--- config.mk ---
export PLATFORM = sky130hd
export DESIGN_NAME = gpio_bank_regs
export DESIGN_NICKNAME = d
export VERILOG_FILES = /design/src/rtl/gpio_bank_pkg.sv /design/src/rtl/gpio_addr_dec.sv /design/src/rtl/gpio_bank.sv /design/src/rtl/gpio_pin_dir.sv /design/src/rtl/gpio_bank_regs.sv
export SDC_FILE = /design/constraint.sdc
export NUM_CORES = 1
export LEC_CHECK = 0
export BUFFER_PORTS_ARGS = -buffer_cell sky130_fd_sc_hd__buf_2
export CAP_MARGIN = 5
export CORE_AREA = 2 2 174 176
export DETAILED_ROUTE_END_ITERATION = 10
export DIE_AREA = 0 0 176 178
export HOLD_SLACK_MARGIN = 0.12
export MAX_ROUTING_LAYER = met4
export PLACE_DENSITY = 0.79
export SETUP_SLACK_MARGIN = 0.02
export SKIP_LAST_GASP = 1
export SLEW_MARGIN = 10
export SYNTH_ARGS = -nofsm -noshare
export SYNTH_HDL_FRONTEND = slang
export SYNTH_SLANG_ARGS = --single-unit
--- constraint.sdc ---
create_clock -name clk_i -period 2.4 [get_ports clk_i]
set_clock_uncertainty 0.2 [all_clocks]
set_input_delay 0.24 -clock clk_i [delete_from_list [all_inputs] [get_ports clk_i]]
set_output_delay 0.24 -clock clk_i [all_outputs]
set_load 0.02 [all_outputs]
--- src/rtl/gpio_bank_pkg.sv ---
package gpio_bank_pkg;
  localparam int unsigned ADDR_W    = 12;
  localparam int unsigned BANK_BITS = 32;
  localparam logic [ADDR_W-1:0] PIN_BASE = 12'h100;

  // Register kind is address bits [7:5] of the bank region
  typedef enum logic [2:0] {
    K_OUT  = 3'd0,
    K_IN   = 3'd1,
    K_SET  = 3'd2,
    K_CLR  = 3'd3,
    K_STAT = 3'd4,
    K_MSK  = 3'd5,
    K_MCLR = 3'd6,
    K_NONE = 3'd7
  } reg_kind_e;
endpackage

--- src/rtl/gpio_addr_dec.sv ---
module gpio_addr_dec
  import gpio_bank_pkg::*;
#(
  parameter int unsigned NUM_BANKS = 2,
  localparam int unsigned NPINS  = NUM_BANKS * BANK_BITS,
  localparam int unsigned BANK_W = (NUM_BANKS > 1) ? $clog2(NUM_BANKS) : 1,
  localparam int unsigned PIN_W  = $clog2(NPINS)
) (
  input  logic [ADDR_W-1:0] addr_i,
  output logic              bank_hit_o,
  output logic [BANK_W-1:0] bank_idx_o,
  output reg_kind_e         kind_o,
  output logic              pin_hit_o,
  output logic [PIN_W-1:0]  pin_idx_o
);
  logic [2:0]        bank_field;
  logic [ADDR_W-1:0] pin_off;
  logic [9:0]        pin_field;

  always_comb begin
    bank_field = addr_i[4:2];
    kind_o     = reg_kind_e'(addr_i[7:5]);
    bank_hit_o = (addr_i[11:8] == 4'h0) && (kind_o != K_NONE) &&
                 (32'(bank_field) < NUM_BANKS);
    bank_idx_o = BANK_W'(bank_field);

    pin_off    = addr_i - PIN_BASE;
    pin_field  = pin_off[11:2];
    pin_hit_o  = (addr_i[11:8] != 4'h0) && (32'(pin_field) < NPINS);
    pin_idx_o  = pin_field[PIN_W-1:0];
  end
endmodule

--- src/rtl/gpio_bank.sv ---
module gpio_bank
  import gpio_bank_pkg::*;
(
  input  logic                 clk_i,
  input  logic                 rst_ni,
  input  logic                 wr_en_i,
  input  reg_kind_e            kind_i,
  input  logic [BANK_BITS-1:0] wdata_i,
  input  logic [BANK_BITS-1:0] pin_in_i,
  input  logic [BANK_BITS-1:0] event_i,
  output logic [BANK_BITS-1:0] out_o,
  output logic [BANK_BITS-1:0] in_q_o,
  output logic [BANK_BITS-1:0] stat_o,
  output logic [BANK_BITS-1:0] mask_o,
  output logic                 irq_o
);
  logic [BANK_BITS-1:0] stat_clr;

  assign stat_clr = (wr_en_i && kind_i == K_STAT) ? wdata_i : '0;

  always_ff @(posedge clk_i or negedge rst_ni) begin
    if (!rst_ni) begin
      out_o  <= '0;
      in_q_o <= '0;
      stat_o <= '0;
      mask_o <= '1;
    end else begin
      in_q_o <= pin_in_i;
      // event beats a same-cycle clear
      stat_o <= (stat_o & ~stat_clr) | event_i;
      if (wr_en_i) begin
        unique case (kind_i)
          K_SET:   out_o  <= out_o | wdata_i;
          K_CLR:   out_o  <= out_o & ~wdata_i;
          K_MSK:   mask_o <= mask_o | wdata_i;
          K_MCLR:  mask_o <= mask_o & ~wdata_i;
          default: ;
        endcase
      end
    end
  end

  assign irq_o = |(stat_o & ~mask_o);
endmodule

--- src/rtl/gpio_pin_dir.sv ---
module gpio_pin_dir #(
  parameter int unsigned NPINS = 64,
  localparam int unsigned PIN_W = $clog2(NPINS)
) (
  input  logic             clk_i,
  input  logic             rst_ni,
  input  logic             wr_en_i,
  input  logic [PIN_W-1:0] pin_idx_i,
  input  logic             dir_in_i,
  output logic [NPINS-1:0] dir_in_o
);
  for (genvar p = 0; p < NPINS; p++) begin : g_pin
    always_ff @(posedge clk_i or negedge rst_ni) begin
      if (!rst_ni)                                 dir_in_o[p] <= 1'b1;
      else if (wr_en_i && 32'(pin_idx_i) == p)     dir_in_o[p] <= dir_in_i;
    end
  end
endmodule

--- src/rtl/gpio_bank_regs.sv ---
module gpio_bank_regs
  import gpio_bank_pkg::*;
#(
  parameter int unsigned NUM_BANKS = 2,
  localparam int unsigned NPINS  = NUM_BANKS * BANK_BITS,
  localparam int unsigned BANK_W = (NUM_BANKS > 1) ? $clog2(NUM_BANKS) : 1,
  localparam int unsigned PIN_W  = $clog2(NPINS)
) (
  input  logic              clk_i,
  input  logic              rst_ni,
  input  logic              wr_en_i,
  input  logic [ADDR_W-1:0] addr_i,
  input  logic [31:0]       wdata_i,
  output logic [31:0]       rdata_o,
  input  logic [NPINS-1:0]  pin_in_i,
  input  logic [NPINS-1:0]  event_i,
  output logic [NPINS-1:0]  pin_out_o,
  output logic [NPINS-1:0]  pin_oe_o,
  output logic [NUM_BANKS-1:0] irq_o
);
  logic              bank_hit, pin_hit;
  logic [BANK_W-1:0] bank_idx;
  reg_kind_e         kind;
  logic [PIN_W-1:0]  pin_idx;
  logic [NPINS-1:0]  dir_in;

  logic [BANK_BITS-1:0] out_w  [NUM_BANKS];
  logic [BANK_BITS-1:0] in_w   [NUM_BANKS];
  logic [BANK_BITS-1:0] stat_w [NUM_BANKS];
  logic [BANK_BITS-1:0] mask_w [NUM_BANKS];

  gpio_addr_dec #(.NUM_BANKS(NUM_BANKS)) u_dec (
    .addr_i     (addr_i),
    .bank_hit_o (bank_hit),
    .bank_idx_o (bank_idx),
    .kind_o     (kind),
    .pin_hit_o  (pin_hit),
    .pin_idx_o  (pin_idx)
  );

  for (genvar b = 0; b < NUM_BANKS; b++) begin : g_bank
    gpio_bank u_bank (
      .clk_i    (clk_i),
      .rst_ni   (rst_ni),
      .wr_en_i  (wr_en_i && bank_hit && 32'(bank_idx) == b),
      .kind_i   (kind),
      .wdata_i  (wdata_i),
      .pin_in_i (pin_in_i[b*BANK_BITS +: BANK_BITS]),
      .event_i  (event_i[b*BANK_BITS +: BANK_BITS]),
      .out_o    (out_w[b]),
      .in_q_o   (in_w[b]),
      .stat_o   (stat_w[b]),
      .mask_o   (mask_w[b]),
      .irq_o    (irq_o[b])
    );
    assign pin_out_o[b*BANK_BITS +: BANK_BITS] = out_w[b];
  end

  gpio_pin_dir #(.NPINS(NPINS)) u_dir (
    .clk_i     (clk_i),
    .rst_ni    (rst_ni),
    .wr_en_i   (wr_en_i && pin_hit),
    .pin_idx_i (pin_idx),
    .dir_in_i  (wdata_i[0]),
    .dir_in_o  (dir_in)
  );

  assign pin_oe_o = ~dir_in;

  always_comb begin
    rdata_o = '0;
    if (bank_hit) begin
      unique case (kind)
        K_OUT:         rdata_o = out_w[bank_idx];
        K_IN:          rdata_o = in_w[bank_idx];
        K_STAT:        rdata_o = stat_w[bank_idx];
        K_MSK, K_MCLR: rdata_o = mask_w[bank_idx];
        default:       rdata_o = '0;
      endcase
    end else if (pin_hit) begin
      rdata_o = {31'b0, dir_in[pin_idx]};
    end
  end
endmodule

### Yosys cells after proc, flatten, opt, wreduce, memory -nomap -nowiden

Cells that the tools add are included.

* output and inout port bits: 162
* input bits: 175
* bits in registers: 320

* mux-type cells: 23
* magnitude comparators: 4
* equal/unequal tests: 70
* bitwise logic cells: 22
* reductions and logical operators: 86
* $add $sub $neg: 1

Operators by type and width (number)
* $mux 32: 15
* $and 32x32->32: 8
* $pmux 32 s2: 4
* $eq 6x6->1 const B: 32
* $or 32x32->32: 6
* $not 32->32: 5
* $pmux 32 s4: 1
* $eq 6x5->1 const B: 16
* $logic_and 1x1->1: 73
* $not 64->64: 1
* $reduce_or 32->1: 2
* $eq 6x4->1 const B: 8
* $eq 6x3->1 const B: 4
* $eq 6x2->1 const B: 2
* $sub 12x9->12 const B: 1
* $lt 10x7->1 const B: 1
* $eq 3x3->1 const B: 3
* $reduce_and 2->1: 4
* $lt 6x7->1 const B: 1
* $bmux 1 s6: 1
* $eq 3x2->1 const B: 2
* $eq 6x1->1 const B: 1
* $logic_not 6->1: 1
* $logic_not 4->1: 1
* other kinds (11): 13

### Logic depth before layout (Yosys ltp)

* word-level depth: 10
* gate-level depth with buffers: 8
* depth with buffers taken out: 5

### By module

Synthesis repeated with hierarchy kept, for this count alone.

* cells, all modules: 1497
* area, all modules: 15488.6 sq um

By module, submodules not included
* gpio_bank: sequential area each 3243.1 sq um, times used 2, area each 4779.6 sq um, cells an instance 432
* gpio_pin_dir: sequential area each 1681.6 sq um, times used 1, area each 2966.6 sq um, cells an instance 231
* gpio_bank_regs: sequential area each 0.0 sq um, times used 1, area each 2854.0 sq um, cells an instance 387
* gpio_addr_dec: sequential area each 0.0 sq um, times used 1, area each 108.9 sq um, cells an instance 15

### Least setup slack after synthesis

No wires, ideal clock.

* kind: reg-to-output
* from: reg u_dir.dir_in_o[6]
* to: out rdata_o[0]
* cell stages (with the launch flop): 6
* path slack: 0.128 ns
* data required time: 1.960 ns
* arrival time: 1.832 ns
* path buffers: 0
* cells stage by stage: dfstp_2 > inv_1 > mux4_2 > o211a_1 > o32a_1 > o32ai_2

* word-level cells in the longest chain between the ends: 4

Ends and longest elaborated chain
* from (decl): RTL line gpio_pin_dir.sv:10 `output logic [NPINS-1:0] dir_in_o`
* from (signal, indexed assignment): RTL line gpio_pin_dir.sv:15 `else if (wr_en_i && 32'(pin_idx_i) == p) dir_in_o[p] <= dir_in_i;`
* $bmux 1 s6: RTL line gpio_bank_regs.sv:81 `rdata_o = {31'b0, dir_in[pin_idx]};`
* $mux 1 (implied by the code): RTL line gpio_bank_regs.sv:81
* $mux 1: RTL line gpio_bank_regs.sv:80 `end else if (pin_hit) begin`
* $mux 32: RTL line gpio_bank_regs.sv:72 `if (bank_hit) begin`
* to (decl): RTL line gpio_bank_regs.sv:14 `output logic [31:0] rdata_o,`

No other way between the ends. The select of a mux whose other input is x is not followed.

==> impl_metrics.yaml <==
status:
  outcome: "finished with violations"
  violations: "setup timing"
place:
  dpl.cell_count: 2146
  gp_congestion: 0.9704
  io_buffers: 334
  dp_hpwl_um: 33740
power_and_ir_drop:
  leakagePower_nw: 10.06
  internal_power_w: 0.009603
  p_switching_w: 0.003137
  swShare_pct: 24.62
  p_per_area_nw_per_um2: 585.0
  p_comb_share_pct: 10.6
  ir_drop_uv: 603.5
  sequentialPowerShare_pct: 44.4
  clkPwrFrac_pct: 45.0
synth:
  synthDistinctLibCells: 55
  synth_seq_cells: 320
  synthesis.area_um2: 15940
  synth_xor_area_share_pct: 0.05495
  synthTopCellsByArea: "dfrtp_1 (30%), dfstp_2 (21%), mux2i_1 (8.7%), mux4_2 (4.9%), inv_1 (4.4%)"
  syn_inst: 1483
  synth_most_common_cell: "dfrtp_1"
  synth_fp_nets: 1658
  synth-simple-area-share_pct: 7.614
  ys_top_cells_by_count: "dfrtp_1 (192), inv_1 (187), nand2_1 (165), mux2i_1 (138), a21oi_1 (133)"
  synth_top_family_by_area: "multiplexers"
  synthArstFlopShare_pct: 100.0
  yosysTopAreaCell: "dfrtp_1"
  synth_fa_ha_area_share_pct: 0
  ys_seq_area_share_pct: 51.24
  synth-edff-count: 0
  synth_compound_area_share_pct: 15.29
  yosysTopAreaCellShare_pct: 30.14
  syn_avg_cell_area_um2: 10.75
  synth_mux_area_share_pct: 16.58
  synthFlopType: "dfrtp_1"
  synth_warnings: 0
clock_tree:
  cts_tree: "done"
  htree_levels: 2
  root_buffer: "clkbuf_16"
  clkTransAtPathRegs_ps: 60
  clock_latency_ps: 510
  cts_sinks: 320
  cts_buffer_depth: 3
  tritoncts.num_buffers: 36
critical_path:
  r2r-start: "g_bank[0].u_bank.stat_o[23]"
  endpoint_kind: "primary output"
  critical_path_class: "reg2out"
  arrival_ps: 2440
  reg2reg_slack_ps: 850
  required_ps: 1960
  r2r_cells: 2
  startpoint_type: "register"
  regToRegEndpoint: "g_bank[0].u_bank.stat_o[23]"
  path_max_fanout: 3
detailed_routing:
  ant_nets: 0
  vias: 14630
  drtPass1Iterations: 6
  routedWlPerCell_um: 22.70
  drc: 0
  wl_um: 55630
  vias_per_cell: 5.971
  drt_iter0_drc: 1670
sta:
  final-max-slew-violation-count: 0
  layout_setup_ws_ps: -475.1
  setup_violations: 3
  worst_pin_slew_ps: 620.4
  post-route-period-util_pct: 119.8
  relSlewSlack_pct: 58.42
  hold_viol: 0
  whs_ps: 115.3
  rsz0062_at_grt: "true"
  fmax_ghz: 0.3478
  finalCriticalPeriod_ps: 2875
run:
  cap_violations: 0
global_route:
  grt_overflow: 0
  track_usage_pct: 36.16
  grt_pass1_wl_um: 84140
  grt_max_degree: 69
  grt_pass1_vias: 14890
  antenna_found_initial: 3
die:
  io_pins: 337
  start_util_pct: 54.21
  die_x_um: 176
  core_um2: 29400
  rows: 63
  die_area_um2: 31330
  die_y_um: 178
final_layout:
  postLayoutCoreUtil_pct: 74.08
  layout-drive-gt1-share_pct: 34.76
  area.growth.synth_to_final_pct: 36.64
  nets: 2204
  fillerInstances: 1833
  stdcell_count: 2450
worst_hold_path:
  whs_path_depth: 3
  hold_path.class: "in2reg"
  hp-start: "addr_i[5]"
## worst max-delay path, cell delays in order (launching register included)
cell and delay (ps):
dfstp_2 550, nor2b_1 90, a2111oi_4 290, o2111ai_2 200, nor4_2 350, nand3_1 220
buf_6 190
## how the worst max path moves through the flow
stage / cells past startpoint / from / endpoint
global route: 6 / register / irq_o[1]
CTS: 6 / u_dir.dir_in_o[6] / rdata_o[0]
floorplan: 5 / u_dir.dir_in_o[6] / rdata_o[0]
finish: 6 / register / irq_o[1]
detailed placement: 7 / addr_i[2] / rdata_o[0]
global placement: 7 / addr_i[2] / rdata_o[0]
## layout by cell type (no fill, tap or decap), types with 5 or more instances in the layout
cell type and count:
a31o_2 28, mux2i_1 138, o221ai_1 6, inv_1 183, mux2_1 21, mux2_2 14
nand2_1 165, a22oi_1 6, buf_4 52, a21oi_1 132, buf_2 327, clkbuf_1 10
dfrtp_1 191, buf_12 18, o22ai_1 49, mux4_2 35, dfstp_2 128, nor2_4 6
nand2_2 6, a21o_1 64, clkbuf_8 10, nor2b_1 5, dlygate4sd3_1 228, clkbuf_16 36
nor2_2 6, nor2_1 40, a221oi_1 6, a31oi_1 64
## metrics by stage
step / setup TNS (ps) / setup WS (ps) / cell area, µm² / power, W
finish: -1187 / -475.1 / 21780 / 0.01274
CTS: -5975 / -402.3 / 21650 / 0.01268
global placement: 0 / 65.57 / 18060 / 0.006778
floorplan: 0 / 128.2 / 15940 / 0.006296
detailed placement: 0 / 32.47 / 18060 / 0.006805
global route: -1344 / -507.0 / 21780 / 0.01309
## cell type report
cell class              count  area (µm²)  area share, %
multi-input cells         850        6424          29.49
inverters                 189       709.4          3.257
clock inverters            10       158.9         0.7296
clock buffers              56        1076          4.941
flip-flops and latches    320        8169          37.51
diodes                      3       7.507        0.03447
repair buffers            632        4747          21.80
well taps                 390       488.0          2.240
## cells by family (layout without fill, tap and decap cells)
kind of cell,count (synthesis),count (layout)
AND/OR/NAND/NOR,259,259
flip-flops,320,320
XOR/XNOR,1,1
multiplexers,211,211
other,0,3
buffers and inverters,313,887
AO/OA/AOI/OAI,379,379
## metal layers
layer	track usage, %	vias up	routed length (µm)
li1	-	6230	-
met1	43.06	7177	20060
met2	57.96	953	26550
met3	8.312	268	5393
met4	18.80	0	3622
met5	-	-	0
## timing repair
action | 4_1_cts | 5_1_grt
hold buffers | 230 | 0
setup endpoints to repair | 3 | 28
pin swaps | 2 | 12
setup buffers | 2 | 3
hold endpoints to repair | 527 | 0
resized for setup | 9 | 26
## power groups by stage
stage	Combinational (W)	Clock, W	Sequential [W]
after floorplan	0.000572	0	0.00572
after global placement	0.00106	0	0.00572
after detailed placement	0.00108	0	0.00573
after CTS	0.00130	0.00574	0.00564
after global routing	0.00143	0.00600	0.00566
final	0.00135	0.00574	0.00565
(Power assumes the default switching activity.)
